$ cat src/rtl/i2c_regtarget.sv
module i2c_regtarget #(
  parameter logic [6:0] DEV_ADDR = 7'h41,
  parameter int         FILT_LEN = 4
) (
  input  logic       clk,
  input  logic       rst_n,
  input  logic       scl_i,
  input  logic       sda_i,
  output logic       sda_drive_low,
  output logic [1:0] reg_sel,
  output logic       wr_stb,
  output logic [7:0] wr_data,
  output logic       rd_stb,
  input  logic [7:0] rd_data
);

  typedef enum logic [2:0] {ST_IDLE, ST_ADDR, ST_CMD, ST_WDATA, ST_RDATA} state_t;

  localparam logic [3:0] ACK_FALL = 4'd8;
  localparam logic [3:0] ACK_HIGH = 4'd9;

  logic [1:0]          scl_sync, sda_sync;
  logic [FILT_LEN-1:0] scl_hist, sda_hist;
  logic                scl_f, sda_f, scl_q, sda_q;

  always_ff @(posedge clk or negedge rst_n) begin
    if (!rst_n) begin
      scl_sync <= '1;
      sda_sync <= '1;
      scl_hist <= '1;
      sda_hist <= '1;
      scl_f    <= 1'b1;
      sda_f    <= 1'b1;
      scl_q    <= 1'b1;
      sda_q    <= 1'b1;
    end else begin
      scl_sync <= {scl_sync[0], scl_i};
      sda_sync <= {sda_sync[0], sda_i};
      scl_hist <= {scl_hist[FILT_LEN-2:0], scl_sync[1]};
      sda_hist <= {sda_hist[FILT_LEN-2:0], sda_sync[1]};
      if (&scl_hist) scl_f <= 1'b1; else if (~|scl_hist) scl_f <= 1'b0;
      if (&sda_hist) sda_f <= 1'b1; else if (~|sda_hist) sda_f <= 1'b0;
      scl_q <= scl_f;
      sda_q <= sda_f;
    end
  end

  logic scl_rise, scl_fall, start_c, stop_c;
  assign scl_rise = scl_f & ~scl_q;
  assign scl_fall = ~scl_f & scl_q;
  assign start_c  = scl_f & scl_q & sda_q & ~sda_f;
  assign stop_c   = scl_f & scl_q & ~sda_q & sda_f;

  state_t     state;
  logic [3:0] bit_cnt;
  logic [7:0] sh;
  logic [6:0] tx;
  logic       rw, mnack;
  logic       in_idle;

  assign in_idle = (state == ST_IDLE);
  assign rd_stb  = scl_fall && !start_c && !stop_c && (bit_cnt == ACK_HIGH) &&
                   (((state == ST_ADDR) && rw) || ((state == ST_RDATA) && !mnack));

  always_ff @(posedge clk or negedge rst_n) begin
    if (!rst_n) begin
      state         <= ST_IDLE;
      bit_cnt       <= '0;
      sh            <= '0;
      tx            <= '0;
      rw            <= 1'b0;
      mnack         <= 1'b0;
      reg_sel       <= '0;
      wr_stb        <= 1'b0;
      wr_data       <= '0;
      sda_drive_low <= 1'b0;
    end else begin
      wr_stb <= 1'b0;
      if (start_c) begin
        state         <= ST_ADDR;
        bit_cnt       <= '0;
        sda_drive_low <= 1'b0;
      end else if (stop_c) begin
        state         <= ST_IDLE;
        bit_cnt       <= '0;
        sda_drive_low <= 1'b0;
      end else if (state != ST_IDLE) begin
        if (scl_rise) begin
          if (bit_cnt < ACK_FALL) sh <= {sh[6:0], sda_f};
          if (bit_cnt == ACK_FALL) mnack <= sda_f;
          if (bit_cnt != ACK_HIGH) bit_cnt <= bit_cnt + 4'd1;
        end else if (scl_fall) begin
          if (bit_cnt == ACK_FALL) begin
            case (state)
              ST_ADDR:
                if (sh[7:1] == DEV_ADDR) begin
                  rw            <= sh[0];
                  sda_drive_low <= 1'b1;
                end else begin
                  state <= ST_IDLE;
                end
              ST_CMD: begin
                reg_sel       <= sh[1:0];
                sda_drive_low <= 1'b1;
              end
              ST_WDATA: begin
                wr_stb        <= 1'b1;
                wr_data       <= sh;
                sda_drive_low <= 1'b1;
              end
              default: sda_drive_low <= 1'b0;
            endcase
          end else if (bit_cnt == ACK_HIGH) begin
            bit_cnt       <= '0;
            sda_drive_low <= 1'b0;
            case (state)
              ST_ADDR:  state <= rw ? ST_RDATA : ST_CMD;
              ST_CMD:   state <= ST_WDATA;
              ST_RDATA: if (mnack) state <= ST_IDLE;
              default:  state <= state;
            endcase
            if (rd_stb) begin
              tx            <= rd_data[6:0];
              sda_drive_low <= ~rd_data[7];
            end
          end else if (state == ST_RDATA && bit_cnt != 4'd0) begin
            tx            <= {tx[5:0], 1'b0};
            sda_drive_low <= ~tx[6];
          end
        end
      end
    end
  end

endmodule


$ cat config.mk
export PLATFORM = sky130hd
export DESIGN_NAME = i2c_regtarget
export DESIGN_NICKNAME = d
export VERILOG_FILES = /design/src/rtl/i2c_regtarget.sv
export SDC_FILE = /design/constraint.sdc
export NUM_CORES = 1
export LEC_CHECK = 0
export BUFFER_PORTS_ARGS = -buffer_cell sky130_fd_sc_hd__buf_4
export CAP_MARGIN = 20
export CORE_MARGIN = 2
export CORE_UTILIZATION = 40
export DETAILED_ROUTE_END_ITERATION = 8
export PLACE_DENSITY = 0.66
export SKIP_LAST_GASP = 1
export SLEW_MARGIN = 5
export SYNTH_ARGS = -nofsm -noshare
export SYNTH_HDL_FRONTEND = slang
export SYNTH_SLANG_ARGS = --single-unit
$ cat constraint.sdc
create_clock -name clk -period 4.5 [get_ports clk]
set_input_delay 0.225 -clock clk [delete_from_list [all_inputs] [get_ports clk]]
set_output_delay 0.225 -clock clk [all_outputs]
set_load 0.03 [all_outputs]
==> results.toml, run 1 <==
[worst_setup_path]
crit_arrival_ps = 2630
ff2ff_setup_slack_ps = 2070
crit_end = "wr_stb"
rr_startpoint = "bit_cnt[0]"
reg2reg_to = "wr_stb"
critPathLaunchType = "flop"
cp-startpoint = "bit_cnt[0]"
path_class = "flop to flop"
worst_ep_required_time_ps = 4700
path_max_fanout = 9
r2r_cells = 7
endpoint_kind = "flop"

[clock_tree]
clkTransAtPathRegs_ps = 100
cts-resized-gates = 0
cts_setup_buffers = 0
root_buffer = "clkbuf_8"
cts_tree = "done"
clock_path_buffers = 2
htreeDepth = 2
clock-sinks = 52
cts_hold_buf = 1
cts_inserted_buffers = 5
worstSkewPairLatency_ps = 310

[global_route]
grt_overflow = 0
grt_first_pass_wirelength_mm = 7.686
grt_max_degree = 53
grt_antenna_before_repair = 0
grt_use_total = 0.1350
grt_pass1_vias = 1600

[pwr]
pwr-share-comb = 0.097
vdd_drop_max_mv = 0.2191
leakage_nw = 1.287
p_seq_frac = 0.555
cell_internal_pwr_mw = 0.6743
p_sw_frac = 0.2600
power.share.clock = 0.348
cellPowerDensity_nw_per_um2 = 311.6
p_sw_mw = 0.2369

[routing]
wirelength_mm = 4.541
dr.first_iter.drc_count = 90
dr.pass1.iters = 4
route.detailed.drc = 0
drt-wirelength-per-cell_um = 14.51
drtAntennaViolNets = 0
routed-via-count = 1658
vias_per_cell = 5.297

[placement]
port_buffers = 24
place.gp.congestion = 0.8479
pre_cts_ws_ps = 2040
place_hpwl_mm = 3.105

[yosys]
synthArstFlopShare = 1.000
netlist_instances = 207
synth_warnings = 0
seq_area_frac_synth = 0.5223
synth_nets = 226
postSynthAreaPerCell_um2 = 12.22
ys_ff_latch = 52
synth_cell_type_count = 53
synthFlopType = "dfrtp_1"
synth_area_um2 = 2530
synth_edf_count = 0

[worst_hold_path]
hold_depth = 4
hold_path_class = "input pin to flop"

[timing]
setup_violations = 0
fin_crit_sh = 0.5402
drv_slew = 0
finalSetupTns_ps = 0
layout_setup_ws_ps = 2069
fin_crit_ps = 2431
worst_pin_slew_ps = 852.6
fin_skew_ps = 2.808
hold_viol_final = 0
relSlewSlack = 0.4274
max_clock_freq_mhz = 411.3
rsz0062_at_grt = "false"

[floorplan]
core_area_um2 = 6026
ioPinCount = 25
fp.dieArea_um2 = 6977
num_rows = 28
die_w_um = 83.53
die_height_um = 83.53
start_util = 0.4199

[final_layout]
diodes = 0
final_nets = 256
drive_gt1_frac = 0.3613
area_growth_pct = 15.58

[status]
status = "complete, no violations"

[flow_run]
max_cap_violations = 0
[power groups by stage]
stage | Clock [mW] | Sequential (mW) | Combinational (mW)
after floorplan | 0 | 0.515 | 0.0522
after global placement | 0 | 0.514 | 0.0858
after detailed placement | 0 | 0.515 | 0.0875
after CTS | 0.330 | 0.506 | 0.0884
after global routing | 0.345 | 0.509 | 0.0998
final | 0.317 | 0.506 | 0.0886
[Yosys cell counts, drive strengths merged, types with 2 or more instances]
master   number  share of area
dfstp        16           0.17
nand3b        2         0.0074
nand4         2         0.0049
o22ai         2         0.0074
nor2          9          0.013
buf           3         0.0079
o31ai         2         0.0059
nor3b         5          0.021
mux2         28           0.14
nand3         3         0.0059
or3           6          0.017
dfrtp        36           0.36
ha            7          0.035
o21ai         7          0.014
o211ai        4          0.014
mux2i         2         0.0079
o2111ai       2          0.014
xor2          2         0.0069
nand2        28          0.043
nor3          6          0.016
a21oi         5         0.0099
and3b         2         0.0069
inv          11          0.016
[sequential cells by signal, summed over array words and instances, names as in the netlist]
signal	count
scl_f	1
sh	8
rw	1
reg_sel	2
sda_f	1
tx	7
state	3
scl_q	1
sda_q	1
scl_sync	2
sda_hist	4
scl_hist	4
bit_cnt	4
sda_sync	2
wr_data	8
wr_stb	1
mnack	1
sda_drive_low	1
[worst min path at each step]
stage,end,from
floorplan,bit_cnt[0],rst_n
global placement,tx[2],rst_n
detailed placement,tx[2],rst_n
CTS,sda_sync[0],sda_i
global route,tx[2],rd_data[2]
finish,tx[2],rd_data[2]
[layout by cell type (no fill, tap or decap), types with 2 or more instances in the layout]
cell type,Yosys,layout
ha_1,7,7
mux2_4,8,8
xor2_1,2,2
and3b_1,2,2
inv_2,2,2
clkbuf_8,0,5
o211ai_1,3,3
nor3_2,2,2
nor2_1,9,9
dfrtp_1,36,36
inv_1,9,9
o21ai_0,7,7
nand4_1,2,2
mux2i_1,2,2
o31ai_1,2,2
nor3_1,4,4
or3_1,5,5
mux2_2,14,14
mux2_1,6,6
nand3_1,3,3
nor3b_1,3,3
nand2_1,27,27
dlygate4sd3_1,0,3
buf_4,2,24
a21oi_1,5,5
dfstp_2,16,16
[critical path, cell delays in order (launching register included)]
cell and delay (ps):
dfrtp_1 420, inv_1 90, ha_1 220, inv_2 70, nor3b_4 330, nand2_2 130, nor4_4 660, nor3b_1 380
[layer usage]
metal,up-vias,GRT usage,routed length [um]
met5,-,0,0
met4,0,0.03812,34
met3,4,0.03462,215
met2,38,0.2133,2063
met1,818,0.1849,2228
li1,798,-,-
[logic make-up after synthesis]
kind of cell / after synthesis / synth area share
AO/OA/AOI/OAI: 30 / 0.09248
AND/OR/NAND/NOR: 71 / 0.1736
flip-flops: 52 / 0.5223
multiplexers: 30 / 0.1444
XOR/XNOR: 2 / 0.006925
adder cells (fa/ha/maj): 7 / 0.03462
buffers and inverters: 15 / 0.02571
[area by class of cell]
cell class	count	area, um2
Clock buffer	6	93.84
Clock inverter	2	20.02
Fill cell	541	3102
Inverter	11	41.29
Multi-Input combinational cell	140	1144
Sequential cell	52	1321
Tap cell	75	93.84
Timing Repair Buffer	27	210.2
[per-stage QoR]
stage                       util  hold slack (ps)  instances  cell area [um2]  total power [mW]
after floorplan                -           -70.59        207             2530            0.5669
after global placement    0.4614            290.4        302             2780            0.5998
after detailed placement  0.4614            295.8        302             2780            0.6022
after CTS                 0.4819            2.019        311             2904            0.9249
after global routing      0.4853            230.8        313             2924            0.9541
final                     0.4853            210.4        313             2924            0.9113
Note: power is estimated with default switching activity, not from simulation.
==> run 2: changes to the inputs <==
--- a/config.mk
+++ b/config.mk
@@ -5,12 +5,13 @@
 export SDC_FILE = /design/constraint.sdc
 export NUM_CORES = 1
 export LEC_CHECK = 0
+export ABC_AREA = 1
 export BUFFER_PORTS_ARGS = -buffer_cell sky130_fd_sc_hd__buf_4
 export CAP_MARGIN = 20
 export CORE_MARGIN = 2
 export CORE_UTILIZATION = 40
 export DETAILED_ROUTE_END_ITERATION = 8
-export PLACE_DENSITY = 0.66
+export PLACE_DENSITY = 0.68
 export SKIP_LAST_GASP = 1
 export SLEW_MARGIN = 5
 export SYNTH_ARGS = -nofsm -noshare
==> constraint.sdc (replaced) <==
create_clock -name clk -period 2.2 [get_ports clk]
set_input_delay 0.11 -clock clk [delete_from_list [all_inputs] [get_ports clk]]
set_output_delay 0.11 -clock clk [all_outputs]
set_load 0.03 [all_outputs]
==> results.toml, run 2 <==
[timing]
finalSetupTns_ps = 0
rsz0062_at_grt = "false"
fin_crit_ps = 1846
drv_slew = 0
fin_crit_sh = 0.8393
max_clock_freq_mhz = 541.6
relSlewSlack = 0.5788
worst_hold_slack_ps = 67.79
hold_viol_final = 0
fin_skew_ps = 6.354
setup_violations = 0
layout_setup_ws_ps = 353.5
worst_pin_slew_ps = 631.9

[floorplan]
fp.dieArea_um2 = 6931
start_util = 0.4194
core_area_um2 = 5991
num_rows = 28
ioPinCount = 25
die_height_um = 83.25
die_w_um = 83.25

[yosys]
netlist_instances = 262
ys_ff_latch = 52
postSynthAreaPerCell_um2 = 9.589
synthFlopType = "dfrtp_1"
yosysMostFrequentCell = "nand2_1"
seq_area_frac_synth = 0.5259
synth_nets = 281
synth_common_cells = "nand2_1, dfrtp_1, inv_1"
synth_area_um2 = 2512
synth_warnings = 0
yosysTopAreaCellShare = 0.3586
synth_area_leader_cell = "dfrtp_1"
synth_edf_count = 0
synthArstFlopShare = 1.000
ys_top_cells_by_area = "dfrtp_1, dfstp_2, nand2_1, o21ai_2, inv_1"
synth_cell_type_count = 30

[worst_setup_path]
critical_path_cell_count = 8
critPathTopFamily = "simple AND/OR/NAND/NOR gates"
r2r_cells = 8
worstPathCellList = "ha_1, nand3_2, nand2_1, nor2_1, a21oi_1, nand2_1, nand2_1, nand2_1"
path_max_fanout = 5
worst-path-buf-inv = 0
worst_path_largest_cell_delay_ps = 580
path_class = "flop to flop"
endpoint_kind = "flop"
crit_arrival_ps = 2050
reg2reg_to = "state[0]"
ff2ff_setup_slack_ps = 350
critPathLaunchType = "flop"
worst_ep_required_time_ps = 2400
rr_startpoint = "scl_f"
crit_slowest_cell = "dfstp_2"
crit_top_cell = "nand2_1"

[final_layout]
fillers = 556
final_cell_mix = "nand2_1, dfrtp_1, inv_1"
diodes = 0
layout_commonest_cell = "nand2_1"
multiInputGateArea_um2 = 1036
top_regs = "sh x8, wr_data x8, tx x7"
register_area_um2 = 1321
stdcell_count = 370
drive_gt1_frac = 0.2949
stdcell_area_um2 = 2888
area_growth_pct = 14.94
final_core_util = 0.4820
final_nets = 313

[worst_hold_path]
hold-path-endpoint = "tx[0]"
hold_depth = 3
hold_path_class = "input pin to flop"
hp-start = "rd_data[0]"

[status]
status = "complete, no violations"

[global_route]
grt_first_pass_wirelength_mm = 7.769
grt_antenna_before_repair = 0
use_met3 = 0.03877
grt_use_total = 0.1350
grt_overflow = 0
grt_max_degree = 53
top_usage_layer = "met2"
grt_pass1_vias = 1691
grt_use_met2 = 0.2053
grt_use_met1 = 0.1954

[clock_tree]
cts_inserted_buffers = 5
clock-sinks = 52
cts_setup_buffers = 0
root_buffer = "clkbuf_8"
worstSkewPairLatency_ps = 300
cts_tree = "done"
cts_hold_buf = 3
htreeDepth = 2
clock_path_buffers = 2
clkTransAtPathRegs_ps = 100
cts-resized-gates = 0

[placement]
place_area_um2 = 2766
place.gp.congestion = 0.8970
pre_cts_ws_ps = 364.5
dp_cells = 359
place_hpwl_mm = 3.186
port_buffers = 24

[pwr]
cellPowerDensity_nw_per_um2 = 713.8
leakage_nw = 1.401
power_mw = 2.061
vdd_drop_max_mv = 0.4201

[routing]
vias_per_cell = 4.814
dr.first_iter.drc_count = 122
routed-via-count = 1781
drtAntennaViolNets = 0
wirelength_mm = 4.336
route.detailed.drc = 0
dr.pass1.iters = 4
drt-wirelength-per-cell_um = 11.72

[flow_run]
max_cap_violations = 0
run 2: worst register-to-register path, stage by stage (launching register included):
cell,delay [ps]
dfstp_2,580
ha_1,260
nand3_2,150
nand2_1,180
nor2_1,50
a21oi_1,270
nand2_1,140
nand2_1,80
nand2_1,50
run 2: power by group:
group	internal, mW	leakage, nW	switching (mW)	total [mW]
Sequential	1.04	0.631	0.0672	1.11
Clock	0.228	0.0485	0.321	0.549
Combinational	0.136	0.722	0.267	0.403
Total	1.41	1.40	0.655	2.06
run 2: layer usage:
metal	part of all wire	up-vias
met5	0	-
met4	0.0023	0
met3	0.041	2
met2	0.44	30
met1	0.51	833
li1	-	916
run 2: worst max-delay path by stage:
stage / from / to / slack, ps
6_report: scl_f / state[0] / 350
3_3_place_gp: bit_cnt[0] / wr_data[0] / 360
2_1_floorplan: scl_f / state[0] / 550
4_1_cts: bit_cnt[0] / wr_data[0] / 340
3_5_place_dp: bit_cnt[0] / wr_data[0] / 360
5_1_grt: bit_cnt[0] / wr_data[0] / 190
run 2: final cells by class:
cell class	instances	share of cell area
clock buffers	5	0.02383
well taps	75	0.03250
inverters	34	0.04419
repair buffers	28	0.07539
flip-flops and latches	52	0.4575
multi-input cells	173	0.3588
clock inverters	3	0.007799
run 2: cells by family (layout without fill, tap and decap cells):
family | Yosys count | in the layout | share of synthesized area
flip-flops | 52 | 52 | 0.5259
AO/OA/AOI/OAI | 41 | 41 | 0.1061
adder cells (fa/ha/maj) | 7 | 7 | 0.03486
XOR/XNOR | 2 | 2 | 0.006973
multiplexers | 6 | 6 | 0.02391
buffers and inverters | 37 | 70 | 0.06175
AND/OR/NAND/NOR | 117 | 117 | 0.2405
==> run 3: changes to the inputs <==
--- a/config.mk
+++ b/config.mk
@@ -5,13 +5,13 @@
 export SDC_FILE = /design/constraint.sdc
 export NUM_CORES = 1
 export LEC_CHECK = 0
-export ABC_AREA = 1
+export ABC_AREA = 0
 export BUFFER_PORTS_ARGS = -buffer_cell sky130_fd_sc_hd__buf_4
 export CAP_MARGIN = 20
 export CORE_MARGIN = 2
 export CORE_UTILIZATION = 40
 export DETAILED_ROUTE_END_ITERATION = 8
-export PLACE_DENSITY = 0.68
+export PLACE_DENSITY = 0.66
 export SKIP_LAST_GASP = 1
 export SLEW_MARGIN = 5
 export SYNTH_ARGS = -nofsm -noshare
==> constraint.sdc (replaced) <==
create_clock -name clk -period 1.7 [get_ports clk]
set_input_delay 0.085 -clock clk [delete_from_list [all_inputs] [get_ports clk]]
set_output_delay 0.085 -clock clk [all_outputs]
set_load 0.03 [all_outputs]
==> results.toml, run 3 (same netlist as run 1, synthesis figures left out) <==
[status]
status = "finished, violations left"
violations = "negative setup slack"

[timing]
worst_pin_slew_ps = 661.8
max_clock_freq_mhz = 518.5
layout_setup_ws_ps = -228.7
fin_crit_sh = 1.135
fin_skew_ps = 9.220
relSlewSlack = 0.5588
rsz0062_at_grt = "true"
finalSetupTns_ps = -5169
drv_slew = 0
fin_crit_ps = 1929
hold_viol_final = 0
setup_violations = 34
worst_hold_slack_ps = 88.08

[final_layout]
stdcell_count = 382
multiInputGateArea_um2 = 1384
layout_commonest_cell = "buf_4"
register_area_um2 = 1321
drive_gt1_frac = 0.6059
stdcell_area_um2 = 3786
final_core_util = 0.6283
diodes = 0
top_regs = "sh x8, wr_data x8, tx x7"
final_nets = 325
area_growth_pct = 49.65
fillers = 454
final_cell_mix = "buf_4, dfrtp_1, mux2_4"

[global_route]
grt_overflow = 0
grt_antenna_before_repair = 0
grt_use_total = 0.1749
grt_first_pass_wirelength_mm = 9.901
grt_max_degree = 53
grt_pass1_vias = 1999

[floorplan]
fp.dieArea_um2 = 6977
ioPinCount = 25
die_w_um = 83.53
core_area_um2 = 6026
start_util = 0.4199
die_height_um = 83.53
num_rows = 28

[worst_hold_path]
hp-start = "rd_data[4]"
hold-path-endpoint = "tx[4]"
hold_path_class = "input pin to flop"
hold_depth = 4

[clock_tree]
clock-sinks = 52
cts_tree = "done"
clkTransAtPathRegs_ps = 100
root_buffer = "clkbuf_8"
clock_path_buffers = 2
worstSkewPairLatency_ps = 320
htreeDepth = 2
cts_inserted_buffers = 5

[routing]
dr.pass1.iters = 4
wirelength_mm = 6.159
drtAntennaViolNets = 0
vias_per_cell = 5.134
drt-wirelength-per-cell_um = 16.12
dr.first_iter.drc_count = 104
route.detailed.drc = 0
routed-via-count = 1961

[worst_setup_path]
critPathLaunchType = "flop"
crit_arrival_ps = 2140
worst_ep_required_time_ps = 1910
rr_startpoint = "bit_cnt[0]"
endpoint_kind = "flop"
ff2ff_setup_slack_ps = -230
path_max_fanout = 4
reg2reg_to = "wr_data[3]"
path_class = "flop to flop"
r2r_cells = 9

[flow_run]
max_cap_violations = 0

[pwr]
vdd_drop_max_mv = 0.5581
cellPowerDensity_nw_per_um2 = 708.5
power_mw = 2.683
leakage_nw = 1.769

[placement]
place.gp.congestion = 0.8737
pre_cts_ws_ps = -209.5
dp_cells = 354
place_hpwl_mm = 3.833
place_area_um2 = 3259
port_buffers = 24
run 3: layer usage:
metal	global-route usage	wire length, um
met2	0.2852	3136
met5	0	0
met1	0.2414	2770
met4	0.05279	76
met3	0.02868	176
run 3: how the worst max path moves through the flow:
stage | from | endpoint | slack, ps | depth (start not counted)
after floorplan | bit_cnt[1] | wr_data[0] | -340 | 7
after global placement | bit_cnt[0] | tx[2] | -200 | 7
after detailed placement | bit_cnt[0] | tx[2] | -210 | 7
after CTS | sh[3] | sda_drive_low | -230 | 5
after global routing | sh[3] | sda_drive_low | -300 | 5
final | bit_cnt[0] | wr_data[3] | -230 | 9
run 3: what timing repair did:
item	in CTS	in global routing
hold buffers	3	0
endpoints found under the hold margin	38	0
buffers inserted	8	9
pin swaps	11	9
cloned	0	1
resized for setup	24	28
endpoints found under the setup margin	36	36
run 3: layout make-up:
class | count | share of cell area
Clock inverter | 2 | 0.004296
Tap cell | 75 | 0.02479
Multi-Input combinational cell | 140 | 0.3655
Clock buffer | 6 | 0.02479
Sequential cell | 52 | 0.3490
Timing Repair Buffer | 96 | 0.2201
Inverter | 11 | 0.01157
run 3: where the power goes:
group / total (mW) / switching, mW / internal, mW
combinational: 0.509 / 0.238 / 0.272
clock: 0.834 / 0.449 / 0.385
sequential: 1.34 / 0.0423 / 1.30
run 3: critical path, stage by stage, from the launching register on:
cell       delay, ps
dfrtp_1          430
inv_2             90
ha_4             160
inv_4             40
nor3b_4          220
nand2_2          120
nor4_4           140
buf_4            180
clkbuf_16        140
mux2_4           290
